$ cat src/rtl/asa_pkg.sv
package asa_pkg;
   // bits kept below the aligned LSB before the sticky region starts
   localparam int GR_BITS = 2;
   // extra positions past guard/round at which everything is shifted out
   localparam int SAT_MARGIN = GR_BITS + 1;
endpackage

$ cat src/rtl/asa_shift_level.sv
module asa_shift_level #(
   parameter int W     = 55,
   parameter int AMT_W = 3,
   parameter int STEP  = 1,
   parameter int OFF_W = 6
) (
   input  logic [W-1:0]     data_in,
   input  logic [AMT_W-1:0] amt,
   input  logic [OFF_W-1:0] offset,
   output logic [W-1:0]     data_out,
   output logic [W-1:0]     lost_mask
);
   localparam int STEP_LOG = (STEP > 1) ? $clog2(STEP) : 0;
   localparam int SPAN_W   = AMT_W + STEP_LOG + 1;

   if (STEP < 1) begin : g_bad_step
      $error("asa_shift_level: STEP must be at least 1");
   end
   if (W < 2) begin : g_bad_w
      $error("asa_shift_level: W too small");
   end

   logic [SPAN_W-1:0] span;
   assign span     = SPAN_W'(amt) * SPAN_W'(STEP);
   assign data_out = data_in >> span;

   // mask covers the input positions this level pushes out, placed at offset
   for (genvar j = 0; j < W; j++) begin : g_mask
      assign lost_mask[j] = (32'(j) >= 32'(offset)) &&
                            (32'(j) < 32'(offset) + 32'(span));
   end
endmodule

$ cat src/rtl/asa_sticky_merge.sv
module asa_sticky_merge #(
   parameter int W = 55
) (
   input  logic [W-1:0] ext_in,
   input  logic [W-1:0] mask_fine,
   input  logic [W-1:0] mask_coarse,
   input  logic         saturate,
   output logic         sticky
);
   logic [W-1:0] hit;
   assign hit    = ext_in & (mask_fine | mask_coarse);
   assign sticky = saturate ? (|ext_in) : (|hit);
endmodule

$ cat src/rtl/asa_align_shift.sv
module asa_align_shift #(
   parameter int SIG_W   = 53,
   parameter int CNT_W   = 6,
   parameter int FINE_W  = 3,
   parameter bit OUT_REG = 1'b1
) (
   input  logic             clk,
   input  logic             rst_n,
   input  logic             in_valid,
   input  logic [SIG_W-1:0] in_sig,
   input  logic [CNT_W-1:0] in_cnt,
   output logic             out_valid,
   output logic [SIG_W-1:0] out_sig,
   output logic             out_guard,
   output logic             out_round,
   output logic             out_sticky
);
   import asa_pkg::*;

   localparam int EXT_W    = SIG_W + GR_BITS;
   localparam int COARSE_W = CNT_W - FINE_W;
   localparam int STEP_C   = 1 << FINE_W;
   localparam int SAT_CNT  = SIG_W + SAT_MARGIN;

   if (CNT_W <= FINE_W) begin : g_bad_split
      $error("asa_align_shift: CNT_W must exceed FINE_W");
   end
   if (SIG_W < 2) begin : g_bad_sig
      $error("asa_align_shift: SIG_W too small");
   end

   logic [EXT_W-1:0] ext, fine_out, coarse_out, fine_mask, coarse_mask;
   logic             sat, sticky_w;

   assign ext = {in_sig, {GR_BITS{1'b0}}};
   assign sat = 32'(in_cnt) >= SAT_CNT;

   asa_shift_level #(.W(EXT_W), .AMT_W(FINE_W), .STEP(1), .OFF_W(CNT_W)) u_fine (
      .data_in  (ext),
      .amt      (in_cnt[FINE_W-1:0]),
      .offset   ('0),
      .data_out (fine_out),
      .lost_mask(fine_mask)
   );

   asa_shift_level #(.W(EXT_W), .AMT_W(COARSE_W), .STEP(STEP_C), .OFF_W(CNT_W)) u_coarse (
      .data_in  (fine_out),
      .amt      (in_cnt[CNT_W-1:FINE_W]),
      .offset   (CNT_W'(in_cnt[FINE_W-1:0])),
      .data_out (coarse_out),
      .lost_mask(coarse_mask)
   );

   asa_sticky_merge #(.W(EXT_W)) u_sticky (
      .ext_in     (ext),
      .mask_fine  (fine_mask),
      .mask_coarse(coarse_mask),
      .saturate   (sat),
      .sticky     (sticky_w)
   );

   logic [SIG_W-1:0] res_sig;
   logic             res_g, res_r;
   assign res_sig = sat ? '0   : coarse_out[EXT_W-1:GR_BITS];
   assign res_g   = sat ? 1'b0 : coarse_out[1];
   assign res_r   = sat ? 1'b0 : coarse_out[0];

   if (OUT_REG) begin : g_reg
      always_ff @(posedge clk or negedge rst_n) begin
         if (!rst_n) begin
            out_valid  <= 1'b0;
            out_sig    <= '0;
            out_guard  <= 1'b0;
            out_round  <= 1'b0;
            out_sticky <= 1'b0;
         end else begin
            out_valid <= in_valid;
            if (in_valid) begin
               out_sig    <= res_sig;
               out_guard  <= res_g;
               out_round  <= res_r;
               out_sticky <= sticky_w;
            end
         end
      end

      p_valid_follow_r6: assert property (@(posedge clk) disable iff (!rst_n)
         in_valid |=> out_valid);
      p_valid_idle_r6: assert property (@(posedge clk) disable iff (!rst_n)
         !in_valid |=> !out_valid);
      p_zero_shift_r2: assert property (@(posedge clk) disable iff (!rst_n)
         (in_valid && in_cnt == '0) |=>
            (out_sig == $past(in_sig) && !out_guard && !out_round && !out_sticky));
      p_no_early_sticky_r3: assert property (@(posedge clk) disable iff (!rst_n)
         (in_valid && 32'(in_cnt) < SAT_MARGIN) |=> !out_sticky);
      p_saturate_r4: assert property (@(posedge clk) disable iff (!rst_n)
         (in_valid && 32'(in_cnt) >= SAT_CNT) |=>
            (out_sig == '0 && !out_guard && !out_round && out_sticky == $past(|in_sig)));
      p_idle_hold_r8: assert property (@(posedge clk) disable iff (!rst_n)
         !in_valid |=> ($stable(out_sig) && $stable(out_sticky)));
   end else begin : g_comb
      assign out_valid  = in_valid;
      assign out_sig    = res_sig;
      assign out_guard  = res_g;
      assign out_round  = res_r;
      assign out_sticky = sticky_w;
   end
endmodule

$ cat config.mk
export PLATFORM = sky130hd
export DESIGN_NAME = asa_align_shift
export DESIGN_NICKNAME = d
export VERILOG_FILES = /design/src/rtl/asa_pkg.sv /design/src/rtl/asa_shift_level.sv /design/src/rtl/asa_sticky_merge.sv /design/src/rtl/asa_align_shift.sv
export SDC_FILE = /design/constraint.sdc
export NUM_CORES = 1
export LEC_CHECK = 0
export BUFFER_PORTS_ARGS = -buffer_cell sky130_fd_sc_hd__buf_4
export CORE_MARGIN = 5
export CORE_UTILIZATION = 50
export DETAILED_ROUTE_END_ITERATION = 6
export PLACE_DENSITY_LB_ADDON = 0.08
export SLEW_MARGIN = 15
export SYNTH_ARGS = -nofsm -noshare
export SYNTH_HDL_FRONTEND = slang
export SYNTH_HIERARCHICAL = 1
export SYNTH_SLANG_ARGS = --single-unit
$ cat constraint.sdc
create_clock -name clk -period 0.8 [get_ports clk]
set_input_delay 0 -clock clk [delete_from_list [all_inputs] [get_ports clk]]
set_output_delay 0 -clock clk [all_outputs]
set_load 0.02 [all_outputs]
==> Flow_metrics.wiki, run 1 <==
{| class="wikitable"
! Metric !! Value
|-
| Run status || did not finish
|-
| Stage where the flow stopped || 5_1_grt
|-
| First error message || [ERROR GRT-0232] Routing congestion too high. Check the congestion heatmap in the GUI.
|-
| Largest net degree at the start of global routing || 63
|-
| Top cell type's share of synthesized area || 15.6%
|-
| Fraction of synthesized cell area in xor and xnor cells || 0.370%
|-
| Sequential share of the synthesized area || 15.6%
|-
| Input/output buffers || 118
|-
| Post-synth cell types || 81
|-
| Main flop type after synthesis || dfrtp_1
|-
| I/O pin total || 119
|-
| Total global routing overflow || 43
|-
| Fraction of the mapped netlist area in compound gates || 31.4%
|-
| Cell count after synthesis || 1087
|-
| Worst-path endpoint category || register input
|-
| Number of enable-type register cells in the synthesized netlist || 0
|-
| Number of clock sinks || 57
|-
| Dominant combinational cell family by area after synthesis || compound AO/OA/AOI/OAI gates
|-
| Most frequent cell after synthesis || nand2_1
|-
| Library cell with the largest summed area after synthesis || dfrtp_1
|-
| Number of CTS-inserted buffers || 9
|-
| Top post-synthesis cells by count || nand2_1 (157), o21ai_0 (79), inv_1 (66), dfrtp_1 (57), nor2_1 (57)
|-
| Final GP Congestion || 1.07
|-
| DP Wirelength || 33.8 mm
|-
| Clock Path Buffers || 2
|-
| X dimension of the die || 145 um
|-
| Mapped Avg Cell Area || 8.40 um2
|-
| Proportion of synthesized area in mux cells || 23.3%
|-
| Cell Rows || 49
|-
| Initial core utilization || 50.8%
|-
| H-tree lvl count || 3
|-
| Combined global-route utilization of all metal layers || 73.2%
|-
| Die Y-Extent || 145 um
|-
| Synthesized flop and latch total || 57
|-
| Share of flip-flops with an asynchronous set or reset || 100%
|-
| Post-Synth Simple-Gate Area || 18.8%
|-
| Leading post-synthesis cells by cell area || dfrtp_1 (16%), mux4_2 (14%), nand2_1 (6.5%)
|-
| Cell Area, Synth || 9130 um2
|-
| Endpoint pin with the least setup slack after global-route repair || out_sticky$_DFFE_PN0P_/D
|-
| Post-synthesis adder-cell area fraction || 1.26%
|-
| Yosys Warn Count || 6
|-
| Clock root buffer master || clkbuf_16
|}
per-stage QoR:
stage	TNS [ps]	setup WS (ps)	instance area [um2]	instances	utilization, %
global placement	-77800	-1980	12000	1597	66.7
detailed placement	-80140	-2020	12000	1597	66.7
CTS	-55380	-1300	14300	1686	79.6
floorplan	-46980	-1510	9700	1126	-
routing by layer:
metal	track usage, %	GRT overflow
met4	71.4	17
met2	88.6	26
met5	12.0	0
met3	58.7	0
met1	75.3	0
cell families after synthesis:
logic type,after synthesis
xor+xnor,3
mux,137
buf+inv,175
other cells,1
compound gates,348
simple gates,358
flops,57
fa+ha+maj,8
what timing repair did:
item | in CTS
setup endpoints to repair | 113
buffers inserted | 71
pin swaps | 45
gates resized for setup | 299
cloned | 5
hold buffers | 1
hold endpoints to repair | 58
==> inputs of run 2 (changes only) <==
CORE_UTILIZATION = 35   (was 50)
PLACE_DENSITY_LB_ADDON = 0.15   (was 0.08)
==> Flow_metrics.wiki, run 2 <==
{| class="wikitable"
! Metric !! Value
|-
| Met2 Routed Length || 23.3 mm
|-
| Worst Setup Path Type || in -> reg
|-
| Areal power density over the cells || 1280 nW/um2
|-
| Wire length per cell || 26.7 um
|-
| Total of endpoints with negative setup slack in the final report || 113
|-
| Post-detailed-route via-to-cell ratio || 6.20
|-
| Input/output buffers || 118
|-
| Hold Crit Class || in -> reg
|-
| Yosys Warn Count || 6
|-
| Clock transition at the registers of the reported paths || 60 ps
|-
| DRC Markers || 0
|-
| Most frequent cell after synthesis || nand2_1
|-
| Post-Synth Simple-Gate Area || 18.8%
|-
| Clock period minus worst slack || 2120 ps
|-
| Clock latency at the later pin of the worst-skew pair || 330 ps
|-
| Leading cell types in the layout, fill and taps excluded || buf_4 (285), buf_6 (120), nand2_1 (117), inv_1 (63), dfrtp_1 (57)
|-
| Detailed-routing iteration count for the pre-antenna-repair pass || 5
|-
| Setup repair after global routing missed its margin || yes
|-
| Mapped Avg Cell Area || 8.40 um2
|-
| Clk_skew || 0 ps
|-
| Sum of negative setup slack || -57210 ps
|-
| Initial core utilization || 35.3%
|-
| Synthesized flop and latch total || 57
|-
| Area of the core || 25800 um2
|-
| Via total after detailed routing || 11263
|-
| Top routing layer used || met4
|-
| DP Wirelength || 35.7 mm
|-
| Violation count after the first detailed-routing iteration || 1268
|-
| Die Y-Extent || 171 um
|-
| Floorplan die area || 29400 um2
|-
| Wire length on met1 || 18.5 mm
|-
| Largest fanout on the critical path || 6
|-
| Number of clock sinks || 57
|-
| Fraction of synthesized cell area in xor and xnor cells || 0.370%
|-
| Share of the clock period used by the worst path after layout || 265%
|-
| Most common library cell in the layout ignoring fill and taps || buf_4
|-
| Number of antenna-violating nets in the routed design || 0
|-
| Worst-case vdd ir drop || 1.42 mV
|-
| Cell count after synthesis || 1087
|-
| Clock Path Buffers || 2
|-
| Number of enable-type register cells in the synthesized netlist || 0
|-
| Proportion of synthesized area in mux cells || 23.3%
|-
| Number of CTS-inserted buffers || 9
|-
| Final GP Congestion || 1.06
|-
| Post-synth cell types || 81
|-
| Largest net degree at the start of global routing || 63
|-
| Required time of the worst setup path || 1020 ps
|-
| Signed area change from the synthesized netlist to the final layout || 65.4%
|-
| Initial antenna violation count || 0
|-
| I/O pin total || 119
|-
| Total area of multi-input combinational cells || 8300 um2
|-
| Share of flip-flops with an asynchronous set or reset || 100%
|-
| Max-cap violations || 0
|-
| Number of cells after detailed placement || 1705
|-
| Cell Rows || 59
|-
| Fraction of layout cells with a size suffix above 1 || 56.3%
|-
| Final hold vios || 0
|-
| Sequential share of the synthesized area || 15.6%
|-
| Leakage power || 6.36 nW
|-
| Largest register FFs || 53
|-
| Total global routing overflow || 0
|-
| Highest cell delay on the worst timing path || 390 ps
|-
| TritonCTS clock tree || built
|-
| Area used by sequential logic in the layout || 1430 um2
|-
| Clock root buffer master || clkbuf_16
|-
| HP Start || in_valid
|-
| Nature of the critical path startpoint || input port
|-
| Transition at the pin with the smallest max-transition slack || 755 ps
|-
| Ordered cell list for the critical path || buf_8 > ha_4 > nand2b_4 > o22ai_4 > buf_8 > buf_12 > a221oi_2 > o21ai_2 > nand4_1 > nor4_2 > nand4_1 > o31a_1 > mux2_4
|-
| Finished Layout Cells || 1816
|-
| Library cell with the largest summed area after synthesis || dfrtp_1
|-
| Cell Area, Synth || 9130 um2
|-
| Total power || 19.3 mW
|-
| Fraction of the mapped netlist area in compound gates || 31.4%
|-
| Largest delay contributor family on the critical path || simple AND/OR/NAND/NOR gates
|-
| WHS Endpoint || out_sticky
|-
| Crit. End Element || flop
|-
| Number of buffers and inverters on the critical path || 3
|-
| Post-synthesis adder-cell area fraction || 1.26%
|-
| Largest register by flop count || out_sig
|-
| Main flop type after synthesis || dfrtp_1
|-
| Filler Cell Count || 2281
|-
| Top cell type's share of synthesized area || 15.6%
|-
| Library cell contributing the largest single delay on the critical path || nor4_2
|-
| Combined global-route utilization of all metal layers || 32.2%
|-
| H-tree lvl count || 3
|-
| Worst reg2reg startpoint || out_sticky
|-
| Wire length of the first global-routing pass || 71.1 mm
|-
| Number of global-route vias before repair || 11137
|-
| Dominant combinational cell family by area after synthesis || compound AO/OA/AOI/OAI gates
|-
| X dimension of the die || 171 um
|-
| Register-to-Register Path Depth || 2
|-
| Slew HR || 49.3%
|-
| Violations in the final reports || negative setup slack
|-
| Leading post-synthesis cells by cell area || dfrtp_1 (16%), mux4_2 (14%), nand2_1 (6.5%)
|-
| Achievable frequency || 471 MHz
|-
| Worst hold slack || 81.5 ps
|-
| Worst hold stages || 2
|-
| Final Net Count || 1547
|-
| Logic depth of the worst path, buffers included || 13
|-
| Capture instance of the worst register-to-register path || out_sticky
|-
| Run status || finished with violations
|-
| Setup slack after layout || -1320 ps
|-
| Max-slew violations || 0
|-
| Worst reg2reg setup slack || -150 ps
|-
| Arrival time of data at the critical path endpoint || 2340 ps
|-
| Top post-synthesis cells by count || nand2_1 (157), o21ai_0 (79), inv_1 (66), dfrtp_1 (57), nor2_1 (57)
|-
| Detailed-route wire length || 48.6 mm
|-
| Met3 wire length || 3.07 mm
|-
| N_diodes || 0
|}
-- run 2: cell counts after synthesis --
Identical to the previous run, type by type.
-- run 2: repair_timing --
action	4_1_cts	5_1_grt
endpoints found under the setup margin	113	113
endpoints found under the hold margin	57	0
gates cloned	14	0
pin swaps	71	50
resized for setup	315	103
hold buffers	1	0
buffers inserted	59	30
-- run 2: metrics by stage --
stage,util [%],worst slack [ps],cell area [um2]
final,58.4,-1320,15100
after global routing,58.4,-1350,15100
after CTS,56.3,-1200,14500
after detailed placement,47.1,-2030,12200
after global placement,47.1,-2070,12200
after floorplan,-,-1510,9700
-- run 2: worst reg2reg max path: stages (launching register included) --
cell     delay (ps)
dfrtp_1         430
buf_4           160
mux2_4          250
-- run 2: metal layers --
layer	GRT usage [%]	up-vias
met5	0	-
met4	19.6	0
met3	3.59	183
met2	54.5	623
met1	39.3	5565
li1	-	4892
-- run 2: logic make-up (layout without fill, tap and decap cells) --
kind of cell / after synthesis / after routing
simple gates: 358 / 358
compound gates: 348 / 348
buf+inv: 175 / 530
mux: 137 / 137
flops: 57 / 57
fa+ha+maj: 8 / 8
xor+xnor: 3 / 3
other cells: 1 / 40
-- run 2: layout make-up --
| type | count | area share [%] |
|---|---|---|
| clock buffers | 9 | 1.49 |
| clock inverters | 6 | 0.398 |
| inverters | 69 | 1.90 |
| multi-input cells | 894 | 55.0 |
| flip-flops and latches | 57 | 9.45 |
| well taps | 335 | 2.78 |
| repair buffers | 446 | 29.0 |
-- run 2: power breakdown --
| part | switching [mW] | internal, mW | total [mW] | leakage [nW] |
|---|---|---|---|---|
| clock | 1.39 | 2.37 | 3.76 | 0.137 |
| sequential | 0.231 | 3.17 | 3.40 | 0.750 |
| combinational | 6.26 | 5.91 | 12.2 | 5.47 |
-- run 2: worst max path at each step --
stage | slack, ps | start | end
global route | -1350 | in_cnt[5] | out_sticky
floorplan | -1510 | in_cnt[4] | out_sticky
CTS | -1200 | in_cnt[5] | out_sticky
global placement | -2070 | in_cnt[5] | out_sticky
detailed placement | -2030 | in_cnt[5] | out_sticky
finish | -1320 | in_cnt[5] | out_sticky
Power figures use the tool's default switching activity.
==> inputs of run 3 (changes only) <==
PLACE_DENSITY = 0.53   (was default)
PLACE_DENSITY_LB_ADDON = default   (was 0.15)
==> Flow_metrics.wiki, run 3 (synthesized netlist as in run 2, its figures left out) <==
{| class="wikitable"
! Metric !! Value
|-
| Run status || finished with violations
|-
| Violations in the final reports || negative setup slack
|-
| Max-cap violations || 0
|-
| Via total after detailed routing || 10993
|-
| Filler Cell Count || 2269
|-
| Cell Rows || 59
|-
| Wire length per cell || 25.7 um
|-
| Post-placement worst setup slack || -2020 ps
|-
| Setup slack after layout || -1270 ps
|-
| Achievable frequency || 482 MHz
|-
| Final GP Congestion || 1.02
|-
| Number of antenna-violating nets in the routed design || 0
|-
| Worst hold slack || 39.0 ps
|-
| Number of clock sinks || 57
|-
| Detailed-route wire length || 46.4 mm
|-
| N_diodes || 0
|-
| Setup repair after global routing missed its margin || yes
|-
| Combined global-route utilization of all metal layers || 30.1%
|-
| Areal power density over the cells || 1290 nW/um2
|-
| Wire length on met1 || 17.8 mm
|-
| Clock latency at the later pin of the worst-skew pair || 320 ps
|-
| Input/output buffers || 118
|-
| Nature of the critical path startpoint || input port
|-
| Largest register by flop count || out_sig
|-
| Hold Crit Class || in -> reg
|-
| Total global routing overflow || 0
|-
| Detailed-routing iteration count for the pre-antenna-repair pass || 5
|-
| Crit. End Element || flop
|-
| Leading cell types in the layout, fill and taps excluded || buf_4 (292), nand2_1 (117), buf_6 (103), inv_1 (63), dfrtp_1 (57)
|-
| DP Wirelength || 34.6 mm
|-
| Largest register FFs || 53
|-
| Clock transition at the registers of the reported paths || 60 ps
|-
| Required time of the worst setup path || 1010 ps
|-
| Transition at the pin with the smallest max-transition slack || 829 ps
|-
| Largest net degree at the start of global routing || 63
|-
| H-tree lvl count || 3
|-
| Number of cells after detailed placement || 1709
|-
| Wire length of the first global-routing pass || 67.1 mm
|-
| Final hold vios || 0
|-
| Initial core utilization || 35.3%
|-
| Slew HR || 43.3%
|-
| DRC Markers || 0
|-
| Largest fanout on the critical path || 5
|-
| I/O pin total || 119
|-
| Initial antenna violation count || 0
|-
| Share of the clock period used by the worst path after layout || 259%
|-
| Most common library cell in the layout ignoring fill and taps || buf_4
|-
| Leakage power || 6.30 nW
|-
| Post-detailed-route via-to-cell ratio || 6.09
|-
| TritonCTS clock tree || built
|-
| Final Net Count || 1536
|-
| Total of endpoints with negative setup slack in the final report || 113
|-
| Number of global-route vias before repair || 10872
|-
| Clock root buffer master || clkbuf_16
|-
| Area of the core || 25800 um2
|-
| Violation count after the first detailed-routing iteration || 1151
|-
| Top routing layer used || met4
|-
| Fraction of layout cells with a size suffix above 1 || 56.4%
|-
| Number of CTS-inserted buffers || 9
|-
| X dimension of the die || 171 um
|-
| Area used by sequential logic in the layout || 1430 um2
|-
| Max-slew violations || 0
|-
| Signed area change from the synthesized netlist to the final layout || 64.1%
|-
| Arrival time of data at the critical path endpoint || 2290 ps
|-
| Worst-case vdd ir drop || 1.64 mV
|-
| Sum of negative setup slack || -54690 ps
|-
| Met2 Routed Length || 22.2 mm
|-
| Total area of multi-input combinational cells || 8300 um2
|-
| Die Y-Extent || 171 um
|-
| Clk_skew || 0 ps
|-
| Met3 wire length || 3.32 mm
|-
| Clock Path Buffers || 2
|-
| Floorplan die area || 29400 um2
|-
| Finished Layout Cells || 1806
|-
| Clock period minus worst slack || 2070 ps
|-
| Worst Setup Path Type || in -> reg
|}
run 3: report_power, final:
part / total [mW] / leakage, nW / internal (mW) / switching (mW)
combinational: 11.8 / 5.39 / 5.69 / 6.11
clock: 4.13 / 0.159 / 2.80 / 1.33
sequential: 3.40 / 0.750 / 3.17 / 0.231
total: 19.3 / 6.30 / 11.7 / 7.67
run 3: area by class of cell:
| class | count | area share (%) |
|---|---|---|
| well taps | 335 | 2.80 |
| multi-input cells | 894 | 55.4 |
| clock buffers | 11 | 1.62 |
| flip-flops and latches | 57 | 9.53 |
| repair buffers | 435 | 28.2 |
| clock inverters | 5 | 0.526 |
| inverters | 69 | 1.88 |
run 3: layer usage:
layer / track usage (%) / vias up
li1: - / 4857
met1: 37.9 / 5374
met2: 51.0 / 617
met3: 3.08 / 145
met4: 15.5 / 0
met5: 0 / -
run 3: path summary, 6_finish.rpt:
| path | from | end | slack [ps] | depth (start not counted) |
|---|---|---|---|---|
| worst max-delay path | in_cnt[3] | out_sticky | -1270 | 12 |
| worst min-delay path | in_valid | out_sig[24] | 40 | 3 |
| worst max register to register | out_sig[28] | out_sig[28] | -50 | 3 |
| worst min register to register | out_sig[32] | out_sig[32] | 550 | 2 |
| max in group asynchronous | rst_n | out_sig[16] | 310 | 3 |
| min in group asynchronous | rst_n | out_sig[41] | 70 | 2 |
run 3: stage by stage:
step	total power [mW]	utilization (%)	area, um2
CTS	18.0	54.6	14100
global placement	12.2	47.1	12200
floorplan	8.72	-	9700
finish	19.3	58.0	15000
global route	20.1	58.0	15000
detailed placement	12.2	47.1	12200
run 3: worst max-delay path, stage by stage:
cell	delay, ps
buf_4	150
ha_4	260
buf_4	170
a31oi_2	180
nor3_1	70
o22a_1	280
o21ai_2	220
nand4_1	140
nor4_2	290
nand4_1	130
o31a_1	130
mux2_4	250
run 3: timing repair:
action,in CTS,in global routing
cloned,8,2
resized for setup,252,147
pin swaps,72,44
hold buffers,1,0
setup buffers,47,28
endpoints found under the setup margin,113,113
endpoints found under the hold margin,57,0
